File: src/rtl/adc_seq_pkg.sv
package adc_seq_pkg;

  typedef enum logic [1:0] {
    SEQ_IDLE,
    SEQ_REQ,
    SEQ_WAIT,
    SEQ_GAP
  } seq_state_e;

  // register word addresses
  localparam logic [2:0] RA_CTRL  = 3'd0;
  localparam logic [2:0] RA_LIST  = 3'd1;
  localparam logic [2:0] RA_DELAY = 3'd2;
  localparam logic [2:0] RA_FIFO  = 3'd3;
  localparam logic [2:0] RA_ARB   = 3'd4;

  // control / status bit positions
  localparam int B_EN      = 0;
  localparam int B_CONT    = 1;
  localparam int B_START   = 2;
  localparam int B_IRQEN   = 3;
  localparam int B_THR_LO  = 4;
  localparam int B_OVF     = 11;
  localparam int B_STOP    = 14;
  localparam int B_CUR_LO  = 16;
  localparam int B_CNT_LO  = 21;
  localparam int B_EMPTY   = 26;
  localparam int B_FULL    = 27;
  localparam int B_BUSY_LO = 28;
  localparam int B_LAST_LO = 24;
  localparam int B_HOST    = 14;
  localparam int B_PEER    = 15;
  localparam int THR_W     = 5;
  localparam int CNT_FLD_W = 5;

endpackage

File: src/rtl/adc_seq_fifo.sv
module adc_seq_fifo #(
  parameter int DEPTH = 32,
  parameter int W     = 15
) (
  input  logic                       clk,
  input  logic                       rst_n,
  input  logic                       push_i,
  input  logic [W-1:0]               push_data_i,
  input  logic                       pop_i,
  output logic [W-1:0]               pop_data_o,
  output logic [$clog2(DEPTH):0]     count_o,
  output logic                       full_o,
  output logic                       empty_o,
  output logic                       drop_o
);
  localparam int PTRW = $clog2(DEPTH);
  localparam int CNTW = PTRW + 1;

  logic [W-1:0]    mem [DEPTH];
  logic [PTRW-1:0] wptr_q, wptr_d, rptr_q, rptr_d;
  logic [CNTW-1:0] cnt_q, cnt_d;
  logic            push_ok, pop_ok;

  assign full_o  = (cnt_q == CNTW'(DEPTH));
  assign empty_o = (cnt_q == '0);
  assign push_ok = push_i && !full_o;
  assign pop_ok  = pop_i && !empty_o;
  assign drop_o  = push_i && full_o;

  always_comb begin
    wptr_d = wptr_q;
    rptr_d = rptr_q;
    cnt_d  = cnt_q;
    if (push_ok) wptr_d = (wptr_q == PTRW'(DEPTH - 1)) ? '0 : PTRW'(wptr_q + 1'b1);
    if (pop_ok)  rptr_d = (rptr_q == PTRW'(DEPTH - 1)) ? '0 : PTRW'(rptr_q + 1'b1);
    case ({push_ok, pop_ok})
      2'b10:   cnt_d = CNTW'(cnt_q + 1'b1);
      2'b01:   cnt_d = CNTW'(cnt_q - 1'b1);
      default: cnt_d = cnt_q;
    endcase
  end

  always_ff @(posedge clk or negedge rst_n) begin
    if (!rst_n) begin
      wptr_q <= '0;
      rptr_q <= '0;
      cnt_q  <= '0;
    end else begin
      wptr_q <= wptr_d;
      rptr_q <= rptr_d;
      cnt_q  <= cnt_d;
    end
  end

  always_ff @(posedge clk) begin
    if (push_ok) mem[wptr_q] <= push_data_i;
  end

  assign pop_data_o = empty_o ? '0 : mem[rptr_q];
  assign count_o    = cnt_q;
endmodule

File: src/rtl/adc_seq_engine.sv
module adc_seq_engine
  import adc_seq_pkg::*;
#(
  parameter int SLOTS = 8,
  parameter int CHW   = 3,
  parameter int DW    = 12,
  parameter int DLYW  = 8
) (
  input  logic                     clk,
  input  logic                     rst_n,
  input  logic                     cfg_cont_i,
  input  logic [$clog2(SLOTS)-1:0] cfg_last_i,
  input  logic [SLOTS*CHW-1:0]     cfg_list_i,
  input  logic [DLYW-1:0]          cfg_dly_i,
  input  logic                     start_i,
  input  logic                     stop_i,
  output logic                     conv_req_o,
  output logic [CHW-1:0]           conv_chan_o,
  input  logic                     conv_done_i,
  input  logic [DW-1:0]            conv_data_i,
  output logic                     push_o,
  output logic [CHW+DW-1:0]        push_word_o,
  output logic                     active_o
);
  localparam int SLW = $clog2(SLOTS);

  seq_state_e      st_q, st_d;
  logic [SLW-1:0]  slot_q, slot_d;
  logic [DLYW-1:0] gap_q, gap_d;
  logic            stop_q, stop_d;
  logic [CHW-1:0]  slot_ch [SLOTS];

  for (genvar g = 0; g < SLOTS; g++) begin : g_slot
    assign slot_ch[g] = cfg_list_i[g*CHW +: CHW];
  end

  always_comb begin
    st_d   = st_q;
    slot_d = slot_q;
    gap_d  = gap_q;
    stop_d = stop_q;
    push_o = 1'b0;
    case (st_q)
      SEQ_IDLE: begin
        if (start_i) begin
          st_d   = SEQ_REQ;
          slot_d = '0;
          stop_d = 1'b0;
        end
      end
      SEQ_REQ: begin
        st_d = SEQ_WAIT;
        if (stop_i) stop_d = 1'b1;
      end
      SEQ_WAIT: begin
        if (stop_i) stop_d = 1'b1;
        if (conv_done_i) begin
          push_o = 1'b1;
          gap_d  = '0;
          if (stop_q || stop_i) begin
            st_d = SEQ_IDLE;
          end else if (slot_q == cfg_last_i) begin
            if (cfg_cont_i) begin
              slot_d = '0;
              st_d   = SEQ_GAP;
            end else begin
              st_d = SEQ_IDLE;
            end
          end else begin
            slot_d = SLW'(slot_q + 1'b1);
            st_d   = SEQ_GAP;
          end
        end
      end
      SEQ_GAP: begin
        if (stop_i)                 st_d  = SEQ_IDLE;
        else if (gap_q == cfg_dly_i) st_d = SEQ_REQ;
        else                        gap_d = DLYW'(gap_q + 1'b1);
      end
      default: st_d = SEQ_IDLE;
    endcase
  end

  always_ff @(posedge clk or negedge rst_n) begin
    if (!rst_n) begin
      st_q   <= SEQ_IDLE;
      slot_q <= '0;
      gap_q  <= '0;
      stop_q <= 1'b0;
    end else begin
      st_q   <= st_d;
      slot_q <= slot_d;
      gap_q  <= gap_d;
      stop_q <= stop_d;
    end
  end

  assign conv_req_o  = (st_q == SEQ_REQ);
  assign conv_chan_o = slot_ch[slot_q];
  assign push_word_o = {conv_chan_o, conv_data_i};
  assign active_o    = (st_q != SEQ_IDLE);
endmodule

File: src/rtl/adc_seq_top.sv
module adc_seq_top
  import adc_seq_pkg::*;
#(
  parameter int SLOTS = 8,
  parameter int CHW   = 3,
  parameter int DW    = 12,
  parameter int DEPTH = 32,
  parameter int DLYW  = 8
) (
  input  logic           clk,
  input  logic           rst_n,
  input  logic           reg_wr,
  input  logic           reg_rd,
  input  logic [2:0]     reg_addr,
  input  logic [31:0]    reg_wdata,
  output logic [31:0]    reg_rdata,
  output logic           irq_o,
  output logic           conv_req_o,
  output logic [CHW-1:0] conv_chan_o,
  input  logic           conv_done_i,
  input  logic [DW-1:0]  conv_data_i,
  input  logic           peer_busy_i,
  output logic           host_busy_o
);
  localparam int SLW   = $clog2(SLOTS);
  localparam int CNTW  = $clog2(DEPTH) + 1;
  localparam int WW    = CHW + DW;
  localparam int LISTW = SLOTS * CHW;

  // configuration registers
  logic             en_q, en_d, cont_q, cont_d, irqen_q, irqen_d;
  logic [THR_W-1:0] thr_q, thr_d;
  logic             ovf_q, ovf_d, host_q, host_d, irq_q, irq_d;
  logic [LISTW-1:0] list_q, list_d;
  logic [SLW-1:0]   last_q, last_d;
  logic [DLYW-1:0]  dly_q, dly_d;

  logic wr_ctrl, wr_list, wr_dly, wr_arb, start_ok, stop_req, fifo_pop;
  logic push, active, fifo_full, fifo_empty, fifo_drop;
  logic [WW-1:0]   push_word, pop_word;
  logic [CNTW-1:0] fifo_count;
  logic [31:0]     cnt_ext;

  assign wr_ctrl  = reg_wr && (reg_addr == RA_CTRL);
  assign wr_list  = reg_wr && (reg_addr == RA_LIST);
  assign wr_dly   = reg_wr && (reg_addr == RA_DELAY);
  assign wr_arb   = reg_wr && (reg_addr == RA_ARB);
  assign start_ok = wr_ctrl && reg_wdata[B_START] && reg_wdata[B_EN];
  assign stop_req = wr_ctrl && (reg_wdata[B_STOP] || !reg_wdata[B_EN]);
  assign fifo_pop = reg_rd && (reg_addr == RA_FIFO);
  assign cnt_ext  = 32'(fifo_count);

  always_comb begin
    en_d    = en_q;
    cont_d  = cont_q;
    irqen_d = irqen_q;
    thr_d   = thr_q;
    list_d  = list_q;
    last_d  = last_q;
    dly_d   = dly_q;
    host_d  = host_q;
    ovf_d   = ovf_q;
    if (wr_ctrl) begin
      en_d    = reg_wdata[B_EN];
      cont_d  = reg_wdata[B_CONT];
      irqen_d = reg_wdata[B_IRQEN];
      thr_d   = reg_wdata[B_THR_LO +: THR_W];
      if (reg_wdata[B_OVF]) ovf_d = 1'b0;
    end
    if (fifo_drop) ovf_d = 1'b1;
    if (wr_list) begin
      list_d = reg_wdata[LISTW-1:0];
      last_d = reg_wdata[B_LAST_LO +: SLW];
    end
    if (wr_dly) dly_d  = reg_wdata[DLYW-1:0];
    if (wr_arb) host_d = reg_wdata[B_HOST];
    irq_d = irqen_q && (cnt_ext >= 32'(thr_q));
  end

  always_ff @(posedge clk or negedge rst_n) begin
    if (!rst_n) begin
      en_q    <= 1'b0;
      cont_q  <= 1'b0;
      irqen_q <= 1'b0;
      thr_q   <= '0;
      ovf_q   <= 1'b0;
      list_q  <= '0;
      last_q  <= '0;
      dly_q   <= '0;
      host_q  <= 1'b0;
      irq_q   <= 1'b0;
    end else begin
      en_q    <= en_d;
      cont_q  <= cont_d;
      irqen_q <= irqen_d;
      thr_q   <= thr_d;
      ovf_q   <= ovf_d;
      list_q  <= list_d;
      last_q  <= last_d;
      dly_q   <= dly_d;
      host_q  <= host_d;
      irq_q   <= irq_d;
    end
  end

  adc_seq_engine #(.SLOTS(SLOTS), .CHW(CHW), .DW(DW), .DLYW(DLYW)) i_engine (
    .clk         (clk),
    .rst_n       (rst_n),
    .cfg_cont_i  (cont_q),
    .cfg_last_i  (last_q),
    .cfg_list_i  (list_q),
    .cfg_dly_i   (dly_q),
    .start_i     (start_ok),
    .stop_i      (stop_req),
    .conv_req_o  (conv_req_o),
    .conv_chan_o (conv_chan_o),
    .conv_done_i (conv_done_i),
    .conv_data_i (conv_data_i),
    .push_o      (push),
    .push_word_o (push_word),
    .active_o    (active)
  );

  adc_seq_fifo #(.DEPTH(DEPTH), .W(WW)) i_fifo (
    .clk         (clk),
    .rst_n       (rst_n),
    .push_i      (push),
    .push_data_i (push_word),
    .pop_i       (fifo_pop),
    .pop_data_o  (pop_word),
    .count_o     (fifo_count),
    .full_o      (fifo_full),
    .empty_o     (fifo_empty),
    .drop_o      (fifo_drop)
  );

  always_comb begin
    reg_rdata = '0;
    case (reg_addr)
      RA_CTRL: begin
        reg_rdata[B_EN]                   = en_q;
        reg_rdata[B_CONT]                 = cont_q;
        reg_rdata[B_IRQEN]                = irqen_q;
        reg_rdata[B_THR_LO +: THR_W]      = thr_q;
        reg_rdata[B_OVF]                  = ovf_q;
        reg_rdata[B_CUR_LO +: CHW]        = active ? conv_chan_o : '0;
        reg_rdata[B_CNT_LO +: CNT_FLD_W]  = cnt_ext[CNT_FLD_W-1:0];
        reg_rdata[B_EMPTY]                = fifo_empty;
        reg_rdata[B_FULL]                 = fifo_full;
        reg_rdata[B_BUSY_LO +: 3]         = {3{active}};
      end
      RA_LIST: begin
        reg_rdata[LISTW-1:0]              = list_q;
        reg_rdata[B_LAST_LO +: SLW]       = last_q;
      end
      RA_DELAY: reg_rdata[DLYW-1:0] = dly_q;
      RA_FIFO:  reg_rdata[WW-1:0]   = pop_word;
      RA_ARB: begin
        reg_rdata[B_HOST] = host_q;
        reg_rdata[B_PEER] = peer_busy_i;
      end
      default: reg_rdata = '0;
    endcase
  end

  assign irq_o       = irq_q;
  assign host_busy_o = host_q;
endmodule

File: config.mk
export PLATFORM = sky130hd
export DESIGN_NAME = adc_seq_top
export DESIGN_NICKNAME = d
export VERILOG_FILES = /design/src/rtl/adc_seq_pkg.sv /design/src/rtl/adc_seq_fifo.sv /design/src/rtl/adc_seq_engine.sv /design/src/rtl/adc_seq_top.sv
export SDC_FILE = /design/constraint.sdc
export NUM_CORES = 1
export LEC_CHECK = 0
export BUFFER_PORTS_ARGS = -buffer_cell sky130_fd_sc_hd__buf_2
export CAP_MARGIN = 0
export CORE_UTILIZATION = 55
export CTS_BUF_LIST = sky130_fd_sc_hd__clkbuf_2 sky130_fd_sc_hd__clkbuf_4 sky130_fd_sc_hd__clkbuf_8
export DETAILED_ROUTE_END_ITERATION = 8
export PLACE_DENSITY_LB_ADDON = 0.25
export RECOVER_POWER = 50
export SKIP_CTS_REPAIR_TIMING = 1
export SLEW_MARGIN = 25
export SYNTH_ARGS = -nofsm -noshare
export SYNTH_HDL_FRONTEND = slang
export SYNTH_HIERARCHICAL = 1
export SYNTH_SLANG_ARGS = --single-unit
File: constraint.sdc
create_clock -name clk -period 2.7 [get_ports clk]
set_input_delay 0.54 -clock clk [delete_from_list [all_inputs] [get_ports clk]]
set_output_delay 0.54 -clock clk [all_outputs]
set_load 0.03 [all_outputs]
# == Word level (Yosys, flattened, before mapping) ==
# Memory sizes are Yosys's and may differ from the RTL's.
# Index checks and enable logic that the tools add are counted.
# totals
ff_bits,76
ramBits,480
input_bits,53
output_inout_bits,38
word_cells,131
mem_count,1
# memory_table
name,depth,width,read_ports,rd_clocked_by_memory_dff,wr,line,text
i_fifo.mem,32,15,1,0,1,adc_seq_fifo.sv:19,logic [W-1:0] mem [DEPTH];
# op_classes
n_addsub,6
order_cmp,2
eq_ne,22
n_mux,49
n_bitwise,1
n_reduce_logical,33
# op_table
operator,count
$mux W3,8
$mux W8,3
$pmux W6 S2,2
$pmux W5 S4,1
$mux W2,8
$pmux W2 S4,2
$pmux W8 S2,1
$mux W15,1
$reduce_bool A2 Y1,7
$logic_and A1 B1 Y1,12
$pmux W1 S3,4
$pmux W3 S2,2
$add A5 B1 Y5 const B,2
$eq A5 B5 Y1 const B,2
$mux W5,2
$bmux W3 S3,1
$mux W1,9
$add A8 B1 Y8 const B,1
$eq A8 B8 Y1,1
$ne A2 B2 Y1 const B,4
$pmux W2 S2,2
$add A6 B1 Y6 const B,1
$eq A2 B2 Y1 const B,3
$eq A3 B2 Y1 const B,2
25 further kinds,32

# == Depth between registers and ports, before layout ==
# depth
word_depth,7
ltp_mapped,15
mapped_depth_nobuf,12

# == By module ==
# Netlist, hierarchy kept.
# by_module_without_submodules
mod,instances,cells_each,area_per_inst_um2,seq_area_each_um2
adc_seq_fifo,1,940,19454.9,14814.2
adc_seq_top,1,207,2615.0,1151.1
adc_seq_engine,1,139,1326.3,350.3

# == Worst setup path before layout ==
# OpenSTA, ideal clock, no wires.
# synth_timing
path_kind,register to output
start,register i_fifo.rptr_q[0]
end,output reg_rdata[4]
arrival_time_ns,2.460
setup_slack_ns,-0.300
path_stages_with_launch,9
n_path_buf,3
path_cell_list,dfrtp_1 -> buf_6 -> buf_12 -> buf_6 -> mux4_1 -> a2111oi_2 -> a211oi_1 -> mux4_2 -> nor2b_1
# synth_via
elab_chain_cells,3
# synth_rtl
element,line,text
"start, declared",adc_seq_fifo.sv:20,"logic [PTRW-1:0] wptr_q, wptr_d, rptr_q, rptr_d;"
"start signal, assigned",adc_seq_fifo.sv:50,rptr_q <= rptr_d;
$mem_v2 Z32 W15,--,
$mux W15,adc_seq_fifo.sv:59,assign pop_data_o = empty_o ? '0 : mem[rptr_q];
via pop_word[4],adc_seq_top.sv:40,"logic [WW-1:0] push_word, pop_word;"
$pmux W5 S4,adc_seq_top.sv:139,case (reg_addr)
"end, declared",adc_seq_top.sv:16,"output logic [31:0] reg_rdata,"
# The timed path passes the listed nets, and every way through them passes these cells.

# == Final worst setup path ==
# layout_timing
start,register i_fifo.rptr_q[0]
end,output reg_rdata[3]
# Same word-level chain as after synthesis.

==> impl_metrics.env <==
export IMPL_h_tree_depth=3
export IMPL_groute_usage_overall=0.263
export IMPL_setup_violations=22
export IMPL_hold_class="primary input to flip-flop"
export IMPL_crit_type="flip-flop to output pin"
export IMPL_tns_ns=-18.63
export IMPL_clockRootBuffer="clkbuf_8"
export IMPL_cts_tree="yes"
export IMPL_rsz0062_at_grt="true"
export IMPL_synth_top_cell_by_area="edfxtp_1"
export IMPL_status="finished with violations"
export IMPL_syn_nets=1361
export IMPL_synth_edf_count=480
export IMPL_netlist_top_cells_count="edfxtp_1 (480), mux4_2 (103), dfrtp_1 (76), mux2i_1 (76), nor2_1 (60)"
export IMPL_path_clk_slew_ns=0.06
export IMPL_maxCapViolCount=13
export IMPL_grt_pass1_vias=13500
export IMPL_nets=1646
export IMPL_rows=75
export IMPL_diodes=0
export IMPL_syn2layout_area_growth_pct=21.0
export IMPL_multiInputGateArea_um2=6970
export IMPL_yosys_mux_area_fraction=0.159
export IMPL_cts_buffers_inserted=90
export IMPL_slew_viol_final=422
export IMPL_yosysMostFrequentCell="edfxtp_1"
export IMPL_p_per_area_nw_per_um2=931
export IMPL_fmax_mhz=245
export IMPL_vdd_drop_max_mv=0.577
export IMPL_synth_fa_ha_area_frac=0.0118
export IMPL_seq_area_frac_synth=0.697
export IMPL_total_power_mw=26.4
export IMPL_yosysWarnings=6
export IMPL_firstDrtPassIters=5
export IMPL_first_iter_violations=1213
export IMPL_vias_per_cell=6.06
export IMPL_critPathLaunchType="flip-flop"
export IMPL_avgSynthCellArea_um2=18.2
export IMPL_cp_arrival_ns=3.54
export IMPL_port_buffer_count=84
export IMPL_async_flop_share=0.137
export IMPL_routabilityCongestion=0.848
export IMPL_ff2ff_path_depth=9
export IMPL_register_area_um2=16300
export IMPL_max_stage_delay_ns=0.51
export IMPL_synth_top_family_by_area="multiplexers"
export IMPL_grt_overflow_total=0
export IMPL_synth_seq_cells=556
export IMPL_finalHoldWorstSlack_ns=0.133
export IMPL_grt_first_pass_wirelength_um=83500
export IMPL_path_cells="buf_6 -> mux4_2 -> a22o_1 -> a2111oi_4 -> buf_4 -> a211oi_4 -> mux4_2 -> nor2b_4 -> buf_6"
export IMPL_crit_fanout=6
export IMPL_fillerInstances=2679
export IMPL_avgRoutedWirePerCell_um=25.9
export IMPL_period_needed_ns=4.08
export IMPL_fin_crit_sh=1.51
export IMPL_grt_use_met1=0.349
export IMPL_grt_use_met2=0.429
export IMPL_hpwl_um=35900
export IMPL_pre_cts_ws_ns=-0.754
export IMPL_synth_cells=1286
export IMPL_clockBufferDepth=3
export IMPL_drive_gt1_frac=0.403
export IMPL_crit_path_end_kind="output pin"
export IMPL_slowest_stage="dfrtp_4"
export IMPL_antenna_found_initial=0
export IMPL_dominantRegCellSynth="edfxtp_1"
export IMPL_finalHoldViolCount=0
export IMPL_top_usage_layer="met2"
export IMPL_min_path_cells=2
export IMPL_relSlewSlack=-0.276
export IMPL_clk_latency_ns=0.67
export IMPL_chipHeight_um=208
export IMPL_synth_xor_area_share=0.00674
export IMPL_placed_cell_area_um2=25700
export IMPL_synth_compound_area_frac=0.0567
export IMPL_skew_ns=0.0384
export IMPL_die_x_um=208
export IMPL_antenna_left=0
export IMPL_cts_sinks=556
export IMPL_grt_use_met3=0.0549
export IMPL_drc=0
export IMPL_start_util=0.558
export IMPL_fin_area_um2=28300
export IMPL_wl_um=56400
export IMPL_core_um2=41900
export IMPL_synth_top_cell_area_share=0.616
export IMPL_worst_slack_ns=-1.38
export IMPL_io_pin_count=91
export IMPL_tightest_slew_ns=1.91
export IMPL_grt_max_degree=43
export IMPL_synth_cell_type_count=72
export IMPL_violations="max-capacitance violations, max-slew violations, negative setup slack"
export IMPL_leakage_nw=10.1
export IMPL_die_area_um2=43400
export IMPL_synth_simple_area_share=0.0403
export IMPL_required_ns=2.16
export IMPL_vias=13200
export IMPL_synth_area_leaders="edfxtp_1 (62%), mux4_2 (9.9%), dfrtp_1 (8.1%)"
export IMPL_synth_area_um2=23400
registers in the layout, summed over array words and instances (netlist names), 2 cells and up:
| signal | count |
|---|---|
| i_engine/slot_q | 3 |
| i_fifo/wptr_q | 5 |
| i_fifo/count_o | 6 |
| list_q | 24 |
| thr_q | 5 |
| i_engine/gap_q | 8 |
| i_fifo/mem | 480 |
| i_engine/st_q | 2 |
| last_q | 3 |
| dly_q | 8 |
| i_fifo/rptr_q | 5 |
power breakdown:
group	leakage (nW)	switching, mW	internal (mW)	total (mW)
Sequential	5.24	0.414	10.2	10.6
Clock	0.976	3.28	4.15	7.43
Combinational	3.91	4.39	3.97	8.36
layout make-up:
cell class,count,area share
clock inverter,39,0.0115
multi-input combinational,620,0.246
sequential,556,0.577
timing repair buffer,284,0.0854
inverter,19,0.00252
tap,539,0.0238
clock buffer,124,0.0539
worst max-delay path, delay by kind of cell, from the launching register on:
family                 cells  cell delay, ns
AOI/OAI and AO/OA          3            0.75
buffers and inverters      3            0.51
DFF                        1            0.51
muxes                      2            0.97
and+or+nand+nor            1            0.15
cell usage in the layout (no fill, tap or decap), types with 24 or more instances in the layout:
cell type | Yosys | final
mux4_2 | 103 | 104
buf_2 | 21 | 56
mux2_4 | 20 | 24
mux2_2 | 28 | 24
buf_4 | 28 | 165
nor2_1 | 60 | 51
mux2i_1 | 76 | 72
a21oi_1 | 31 | 28
edfxtp_1 | 480 | 480
dfrtp_1 | 76 | 72
clkbuf_4 | 0 | 29
buf_12 | 3 | 27
clkbuf_8 | 0 | 95
nand2_1 | 31 | 29
cells by family (layout without fill, tap and decap cells):
group	count (synthesis)	in the layout
xor gates and xnor gates	18	18
muxes	228	228
adders and majority gates	22	22
AOI/OAI and AO/OA	176	176
and+or+nand+nor	175	175
DFF	556	556
buffers and inverters	110	466
other	1	1
path summary, 6_finish.rpt:
kind,start,to,slack [ns]
setup / recovery,i_fifo/rptr_q[0],reg_rdata[3],-1.38
hold / removal,reg_wdata[12],list_q[12],0.13
setup reg to reg,i_engine/st_q[0],i_fifo/mem[23][8],0.11
hold reg to reg,ovf_q,ovf_q,0.51
max in group asynchronous,rst_n,i_fifo/rptr_q[0],0.39
min in group asynchronous,rst_n,i_engine/stop_q,0.96
metrics by stage:
step / std cells / utilization
final: 2181 / 0.675
after detailed placement: 1996 / 0.612
after CTS: 2159 / 0.657
after global placement: 1996 / 0.612
after global routing: 2181 / 0.675
after floorplan: 1286 / -
layer usage:
metal / vias up / routed length, um
met3: 87 / 4070
met1: 6801 / 22700
li1: 5760 / -
met5: - / 0
met4: 0 / 1610
met2: 561 / 28000
(Power assumes the default switching activity.)
